$ cat config.mk
export PLATFORM = sky130hd
export DESIGN_NAME = ring_tlb
export DESIGN_NICKNAME = d
export VERILOG_FILES = /design/src/rtl/ring_tlb_pkg.sv /design/src/rtl/ring_tlb_way.sv /design/src/rtl/ring_tlb_rasid.sv /design/src/rtl/ring_tlb_repl.sv /design/src/rtl/ring_tlb.sv
export SDC_FILE = /design/constraint.sdc
export NUM_CORES = 2
export LEC_CHECK = 0
export ABC_CLOCK_PERIOD_IN_PS = 13200
export BUFFER_PORTS_ARGS = -buffer_cell sky130_fd_sc_hd__buf_4
export CORE_ASPECT_RATIO = 0.7
export CORE_UTILIZATION = 65
export DETAILED_ROUTE_END_ITERATION = 7
export PLACE_DENSITY = 0.83
export SYNTH_ARGS = -nofsm -noshare
export SYNTH_HDL_FRONTEND = slang
export SYNTH_SLANG_ARGS = --single-unit
$ cat constraint.sdc
create_clock -name clk -period 13.2 [get_ports clk]
set_clock_uncertainty 0.1 [all_clocks]
set_input_delay 3.3 -clock clk [delete_from_list [all_inputs] [get_ports clk]]
set_output_delay 3.3 -clock clk [all_outputs]
set_load 0.01 [all_outputs]
$ cat src/rtl/ring_tlb_pkg.sv
package ring_tlb_pkg;
  localparam int VA_W      = 32;
  localparam int PAGE_BITS = 12;
  localparam int VPN_W     = VA_W - PAGE_BITS;
  localparam int ASID_W    = 8;
  localparam int ATTR_W    = 4;
  localparam int CAUSE_W   = 6;
  localparam int RINGS     = 4;

  localparam logic [1:0] KIND_FETCH = 2'd2;

  localparam logic [CAUSE_W-1:0] CAUSE_I_MISS  = 6'd16;
  localparam logic [CAUSE_W-1:0] CAUSE_I_MULTI = 6'd17;
  localparam logic [CAUSE_W-1:0] CAUSE_I_PRIV  = 6'd18;
  localparam logic [CAUSE_W-1:0] CAUSE_D_MISS  = 6'd24;
  localparam logic [CAUSE_W-1:0] CAUSE_D_MULTI = 6'd25;
  localparam logic [CAUSE_W-1:0] CAUSE_D_PRIV  = 6'd26;

  localparam logic [VA_W-1:0] RASID_RESET = 32'h0403_0201;

  typedef struct packed {
    logic [VPN_W-1:0]  vpn;
    logic [VPN_W-1:0]  ppn;
    logic [ASID_W-1:0] asid;
    logic [ATTR_W-1:0] attr;
  } tlb_entry_t;
endpackage

$ cat src/rtl/ring_tlb_way.sv
module ring_tlb_way
  import ring_tlb_pkg::*;
#(
  parameter int ENTRIES = 4,
  localparam int IDX_W = $clog2(ENTRIES)
) (
  input  logic             clk,
  input  logic             rst_n,
  input  logic             wr_en,
  input  logic [IDX_W-1:0] wr_idx,
  input  tlb_entry_t       wr_data,
  input  logic [IDX_W-1:0] rd_idx,
  input  logic [VPN_W-1:0] rd_vpn,
  output logic             hit,
  output tlb_entry_t       rd_data
);
  tlb_entry_t mem_q [ENTRIES];
  tlb_entry_t mem_d [ENTRIES];

  always_comb begin
    for (int i = 0; i < ENTRIES; i++) mem_d[i] = mem_q[i];
    if (wr_en) mem_d[wr_idx] = wr_data;
  end

  always_ff @(posedge clk or negedge rst_n) begin
    if (!rst_n) begin
      for (int i = 0; i < ENTRIES; i++) mem_q[i] <= '0;
    end else if (wr_en) begin
      for (int i = 0; i < ENTRIES; i++) mem_q[i] <= mem_d[i];
    end
  end

  assign rd_data = mem_q[rd_idx];
  assign hit     = (rd_data.vpn == rd_vpn) && (rd_data.asid != '0);
endmodule

$ cat src/rtl/ring_tlb_rasid.sv
module ring_tlb_rasid
  import ring_tlb_pkg::*;
(
  input  logic              clk,
  input  logic              rst_n,
  input  logic              ra_wr,
  input  logic [VA_W-1:0]   ra_data,
  input  logic [1:0]        pte_sel,
  input  logic [ASID_W-1:0] hit_asid,
  output logic [VA_W-1:0]   rasid_q,
  output logic [ASID_W-1:0] sel_asid,
  output logic [1:0]        hit_ring
);
  logic [VA_W-1:0] rasid_d;
  logic            unused_low;

  assign unused_low = ^ra_data[ASID_W-1:0];

  always_comb begin
    rasid_d = rasid_q;
    if (ra_wr) rasid_d = {ra_data[VA_W-1:ASID_W], 8'h01};
  end

  always_ff @(posedge clk or negedge rst_n) begin
    if (!rst_n)     rasid_q <= RASID_RESET;
    else if (ra_wr) rasid_q <= rasid_d;
  end

  assign sel_asid = rasid_q[{pte_sel, 3'b000} +: ASID_W];

  // lowest matching byte wins; no match leaves the least privileged ring
  always_comb begin
    hit_ring = 2'(RINGS - 1);
    for (int r = RINGS - 1; r >= 0; r--) begin
      if (rasid_q[r*ASID_W +: ASID_W] == hit_asid) hit_ring = 2'(r);
    end
  end


  rasid_write_chk: assert property (@(posedge clk) disable iff (!rst_n)
    ra_wr |=> (rasid_q == {$past(ra_data[VA_W-1:ASID_W]), 8'h01}));
endmodule

$ cat src/rtl/ring_tlb_repl.sv
module ring_tlb_repl #(
  parameter int NWAYS = 4,
  localparam int WAY_W = $clog2(NWAYS)
) (
  input  logic             clk,
  input  logic             rst_n,
  input  logic             rf_fire,
  output logic [WAY_W-1:0] rf_way
);
  logic [WAY_W-1:0] cnt_q;
  logic [WAY_W-1:0] cnt_d;

  always_comb begin
    cnt_d = cnt_q;
    if (rf_fire) cnt_d = cnt_q + 1'b1;
  end

  always_ff @(posedge clk or negedge rst_n) begin
    if (!rst_n)       cnt_q <= '0;
    else if (rf_fire) cnt_q <= cnt_d;
  end

  // pre-incremented: target is the value the counter is about to take
  assign rf_way = cnt_q + 1'b1;


  repl_step_chk: assert property (@(posedge clk) disable iff (!rst_n)
    rf_fire |=> (cnt_q == $past(rf_way)));

  repl_hold_chk: assert property (@(posedge clk) disable iff (!rst_n)
    !rf_fire |=> $stable(cnt_q));
endmodule

$ cat src/rtl/ring_tlb.sv
module ring_tlb
  import ring_tlb_pkg::*;
#(
  parameter int NWAYS   = 4,
  parameter int ENTRIES = 4,
  localparam int WAY_W  = $clog2(NWAYS)
) (
  input  logic               clk,
  input  logic               rst_n,
  input  logic               lk_valid,
  input  logic [31:0]        lk_addr,
  input  logic [1:0]         lk_kind,
  input  logic [1:0]         lk_ring,
  input  logic               wr_en,
  input  logic [WAY_W-1:0]   wr_way,
  input  logic [31:0]        wr_addr,
  input  logic [31:0]        wr_pte,
  input  logic               ra_wr,
  input  logic [31:0]        ra_data,
  input  logic               rf_en,
  input  logic [31:0]        rf_addr,
  input  logic [31:0]        rf_pte,
  output logic [31:0]        ring_asid,
  output logic               rs_valid,
  output logic               rs_fault,
  output logic [5:0]         rs_cause,
  output logic [31:0]        rs_paddr,
  output logic [3:0]         rs_attr,
  output logic [31:0]        rs_probe
);
  localparam int IDX_W   = $clog2(ENTRIES);
  localparam int ENTRY_W = $bits(tlb_entry_t);

  // ---------------- write path selection ----------------
  logic             rf_fire;
  logic             any_wr;
  logic [WAY_W-1:0] rf_way;
  logic [WAY_W-1:0] tgt_way;
  logic [31:0]      tgt_addr;
  logic [31:0]      tgt_pte;
  logic [ASID_W-1:0] sel_asid;
  tlb_entry_t       new_entry;
  logic             unused_bits;

  assign rf_fire  = rf_en & ~wr_en;
  assign any_wr   = wr_en | rf_en;
  assign tgt_way  = wr_en ? wr_way  : rf_way;
  assign tgt_addr = wr_en ? wr_addr : rf_addr;
  assign tgt_pte  = wr_en ? wr_pte  : rf_pte;

  assign unused_bits = ^{tgt_addr[PAGE_BITS-1:0], tgt_pte[PAGE_BITS-1:6]};

  always_comb begin
    new_entry.vpn  = tgt_addr[VA_W-1:PAGE_BITS];
    new_entry.ppn  = tgt_pte[VA_W-1:PAGE_BITS];
    new_entry.asid = sel_asid;
    new_entry.attr = tgt_pte[ATTR_W-1:0];
  end

  // ---------------- ways ----------------
  logic [NWAYS-1:0] hit_vec;
  tlb_entry_t       way_data [NWAYS];

  for (genvar w = 0; w < NWAYS; w++) begin : g_way
    logic way_we;
    assign way_we = any_wr && (tgt_way == WAY_W'(w));
    ring_tlb_way #(.ENTRIES(ENTRIES)) u_way (
      .clk     (clk),
      .rst_n   (rst_n),
      .wr_en   (way_we),
      .wr_idx  (tgt_addr[PAGE_BITS +: IDX_W]),
      .wr_data (new_entry),
      .rd_idx  (lk_addr[PAGE_BITS +: IDX_W]),
      .rd_vpn  (lk_addr[VA_W-1:PAGE_BITS]),
      .hit     (hit_vec[w]),
      .rd_data (way_data[w])
    );
  end

  // ---------------- hit merge ----------------
  tlb_entry_t       hit_entry;
  logic [WAY_W-1:0] hit_way;
  logic             no_hit;
  logic             multi_hit;
  logic [1:0]       hit_ring;

  always_comb begin
    hit_entry = '0;
    hit_way   = '0;
    for (int w = 0; w < NWAYS; w++) begin
      hit_entry = tlb_entry_t'(hit_entry | (way_data[w] & {ENTRY_W{hit_vec[w]}}));
      if (hit_vec[w]) hit_way = hit_way | WAY_W'(w);
    end
  end

  assign no_hit    = (hit_vec == '0);
  assign multi_hit = ((hit_vec & (hit_vec - 1'b1)) != '0);

  ring_tlb_rasid u_rasid (
    .clk      (clk),
    .rst_n    (rst_n),
    .ra_wr    (ra_wr),
    .ra_data  (ra_data),
    .pte_sel  (tgt_pte[5:4]),
    .hit_asid (hit_entry.asid),
    .rasid_q  (ring_asid),
    .sel_asid (sel_asid),
    .hit_ring (hit_ring)
  );

  ring_tlb_repl #(.NWAYS(NWAYS)) u_repl (
    .clk     (clk),
    .rst_n   (rst_n),
    .rf_fire (rf_fire),
    .rf_way  (rf_way)
  );

  // ---------------- result next-state ----------------
  logic        is_fetch;
  logic        fault_d;
  logic [5:0]  cause_d;
  logic [31:0] paddr_d;
  logic [3:0]  attr_d;
  logic [31:0] probe_d;

  assign is_fetch = (lk_kind == KIND_FETCH);

  always_comb begin
    fault_d = 1'b1;
    cause_d = '0;
    paddr_d = '0;
    attr_d  = '0;
    probe_d = '0;
    if (no_hit) begin
      cause_d = is_fetch ? CAUSE_I_MISS : CAUSE_D_MISS;
    end else if (multi_hit) begin
      cause_d = is_fetch ? CAUSE_I_MULTI : CAUSE_D_MULTI;
    end else if (hit_ring < lk_ring) begin
      cause_d = is_fetch ? CAUSE_I_PRIV : CAUSE_D_PRIV;
    end else begin
      fault_d = 1'b0;
      paddr_d = {hit_entry.ppn, lk_addr[PAGE_BITS-1:0]};
      attr_d  = hit_entry.attr;
      probe_d = {lk_addr[VA_W-1:PAGE_BITS], {PAGE_BITS{1'b0}}}
              | 32'(hit_way) | (is_fetch ? 32'h8 : 32'h10);
    end
  end

  // ---------------- result registers ----------------
  always_ff @(posedge clk or negedge rst_n) begin
    if (!rst_n) rs_valid <= 1'b0;
    else        rs_valid <= lk_valid;
  end

  always_ff @(posedge clk or negedge rst_n) begin
    if (!rst_n) begin
      rs_fault <= 1'b0;
      rs_cause <= '0;
      rs_paddr <= '0;
      rs_attr  <= '0;
      rs_probe <= '0;
    end else if (lk_valid) begin
      rs_fault <= fault_d;
      rs_cause <= cause_d;
      rs_paddr <= paddr_d;
      rs_attr  <= attr_d;
      rs_probe <= probe_d;
    end
  end


  miss_cause_chk: assert property (@(posedge clk) disable iff (!rst_n)
    (lk_valid && hit_vec == '0) |=>
      (rs_fault && (rs_cause == CAUSE_I_MISS || rs_cause == CAUSE_D_MISS)));

  multi_cause_chk: assert property (@(posedge clk) disable iff (!rst_n)
    (lk_valid && !$onehot0(hit_vec)) |=>
      (rs_fault && (rs_cause == CAUSE_I_MULTI || rs_cause == CAUSE_D_MULTI)));

  result_strobe_chk: assert property (@(posedge clk) disable iff (!rst_n)
    lk_valid |=> rs_valid);

  result_idle_chk: assert property (@(posedge clk) disable iff (!rst_n)
    !lk_valid |=> !rs_valid);

  clean_result_chk: assert property (@(posedge clk) disable iff (!rst_n)
    (rs_valid && !rs_fault) |-> (rs_cause == '0));
endmodule

==> flow_summary.yaml <==
routing:
  post-route-drc-count: 2
  drtAntennaViolNets: 0
  vias_per_cell: 6.47
  first_pass_iters: 8
  drtIter0Drc: 3423
  post_drt_wl_per_cell_um: 23.1
  wl_um: 108000
  route.vias.total: 30101
worst_setup_path:
  cp_top_family: "buffers and inverters"
  cp.required_ns: 13.66
  critPathLaunchType: "input port"
  critPathKind: "input port to flop"
  path_buf_inv: 4
  max_stage_delay_ns: 0.80
  path_common_cell: "buf_4"
  critPathSlowestCell: "buf_4"
  crit_chain: "buf_8 > buf_4 > mux4_2 > xor2_1 > nor4_1 > nand4_1 > a2111oi_4 > buf_4 > a22oi_1 > a31o_1 > a22oi_1 > nand4_1 > o21a_1 > ha_1 > o211ai_1 > o32ai_4 > buf_4 > a22o_1"
  arrival_ns: 9.66
  end_kind: "flop"
  worstPathMaxFanout: 73
logic_synthesis:
  avgSynthCellArea_um2: 11.0
  synth_cell_types: 68
  yosysTopAreaCellShare: 0.566
  syn-cell-area_mm2: 0.0406
  synth-edff-count: 0
  yosysMostFrequentCell: "dfrtp_1"
  yosys_most_used_dff: "dfrtp_1"
  synth_top_cell_by_area: "dfrtp_1"
  ys_top_cells_by_area: "dfrtp_1 (57%), mux4_2 (9.8%), o21ai_0 (7.6%), nand2_1 (6.3%), clkbuf_1 (2.6%)"
  synthArstFlopShare: 1.00
  ys_ff_latch: 923
  yosys_warnings: 0
  ys_seq_area_frac: 0.569
  synth_common_cells: "dfrtp_1 (919), nand2_1 (684), o21ai_0 (620)"
  synth_cells: 3706
clock_network:
  cts_buffer_depth: 3
  clkSinkCount: 923
  cts-hold-fix-buffers: 0
  clkLatencyLatePin_ns: 0.64
  htreeDepth: 3
  cts_tree: "built"
  clock-root-buffer: "clkbuf_16"
  post_cts_resized: 0
  clk_pin_slew_ns: 0.06
  cts_buffers: 83
  post_cts_buffers: 0
run:
  cap_violations: 0
floorplan:
  die_h_um: 211
  rows: 76
  die_area_mm2: 0.0635
  design.core.area_mm2: 0.0616
  io_pins: 312
  fp.dieW_um: 301
  start_util: 0.659
grt:
  grt.total_usage: 0.350
  grt_pass1_wl_um: 171000
  antenna_found_initial: 1
  grt_max_degree: 175
  grt_overflow: 0
  grt_pass1_vias: 30575
finish:
  fin_area_mm2: 0.0455
  layout-drive-gt1-share: 0.180
  fin_nets: 3978
  antenna_cells: 0
  syn2layout_area_growth_pct: 12.0
  fill_cells: 4029
timing:
  fin_crit_ns: 9.21
  finalHoldViolCount: 0
  tns_ns: 0
  slew_headroom: 0.0476
  period_share: 0.697
  fmax_mhz: 109
  finalSetupViolCount: 0
  rsz0062_at_grt: "no"
  slew_viol_final: 0
  worst_pin_slew_ns: 1.43
status:
  status: "finished with violations"
  violations: "design-rule violations"
power:
  peakVddDrop_mv: 0.116
  leakage_nw: 20.7
  powerDensity_mw_per_mm2: 209
placement:
  portBuffers: 249
  place.gp.congestion: 0.849
  post_dp_cell_area_mm2: 0.0427
  dp_hpwl_um: 62100
min_path:
  hold_class: "flop to flop"
[worst reg2reg max path, cell delays in order (launching register included)]
cell,delay (ns)
dfrtp_1,0.38
o32a_1,0.36
a2111oi_1,1.18
o221ai_1,0.42
nor4_4,0.22
buf_4,0.55
a22o_1,0.29
o21ai_0,0.11
a22oi_1,0.22
nand4_1,0.17
o21a_1,0.15
ha_1,0.30
o211ai_1,0.14
o32ai_4,0.23
buf_4,0.45
a22o_1,0.26
[metal layers]
metal  part of all wire  track usage  up-vias
met4              0.036        0.135        2
met2               0.47        0.541     1565
li1                   -            -    13041
met5            0.00012            0        -
met1               0.39        0.492    15213
met3               0.10       0.0775      280
[through the flow]
step                      std cells  utilization  total power, mW  setup WS [ns]  hold slack (ns)
after floorplan                3722            -             6.22           5.75            0.325
after global placement         4507        0.693             6.74           3.49            0.344
after detailed placement       4507        0.693             6.96           3.41            0.353
after CTS                      4655        0.738             9.49           4.07            0.371
after global routing           4655        0.738             10.0           3.64            0.394
final                          4655        0.738             9.51           3.99            0.372
[path summary, 6_finish.rpt]
kind | from | end | slack [ns] | cells past startpoint
min | g_way[0].u_way.mem_q[85] | g_way[0].u_way.mem_q[85] | 0.37 | 1
max | lk_addr[12] | rs_paddr[14] | 3.99 | 18
min in group asynchronous | rst_n | g_way[1].u_way.mem_q[142] | 2.63 | 1
max reg2reg | g_way[1].u_way.mem_q[188] | rs_paddr[14] | 7.60 | 15
max in group asynchronous | rst_n | g_way[3].u_way.mem_q[22] | 7.98 | 3
min reg2reg | g_way[0].u_way.mem_q[85] | g_way[0].u_way.mem_q[85] | 0.37 | 1
[report_power, final]
part / switching, mW / total, mW / internal, mW
Clock: 1.06 / 2.48 / 1.43
Combinational: 1.24 / 2.32 / 1.09
Sequential: 0.665 / 4.70 / 4.04
[cells in the final DEF, fill, tap and decap left out, drive strengths merged, types with 18 or more instances in the layout]
cell type / Yosys / layout
xnor2: 71 / 71
a222oi: 24 / 24
inv: 17 / 19
clkbuf: 278 / 124
nand2: 684 / 684
mux2: 26 / 26
dfrtp: 919 / 919
clkinv: 1 / 18
and2: 20 / 20
mux2i: 104 / 104
mux4: 176 / 176
buf: 70 / 313
conb: 2 / 18
a21oi: 207 / 207
o21ai: 622 / 622
a22o: 68 / 68
nor2: 234 / 234
[final cells by class]
class,count,area [um2],share of cell area
Clock inverter,25,260,0.00572
Timing Repair Buffer,314,2430,0.0534
Tap cell,819,1020,0.0225
Clock buffer,123,2530,0.0557
Multi-Input combinational cell,2433,16100,0.353
Inverter,18,67.6,0.00149
Sequential cell,923,23100,0.508
[sequential cells by signal, indices dropped and copies added, names as in the netlist]
name and cells:
rs_cause 4, rs_paddr 32, rs_attr 4, u_repl.cnt_q 2, rs_probe 24, u_rasid.rasid_q 24, rs_valid 1, g_way.u_way.mem_q 832
[kinds of logic after synthesis]
kind of cell,synth area share
and+or+nand+nor,0.103
buffers and inverters,0.0397
xor gates and xnor gates,0.0190
muxes,0.130
other,0.000185
AOI/OAI and AO/OA,0.138
adders and majority gates,0.000308
DFF,0.569
No activity file was read; power rests on OpenSTA's default activity.
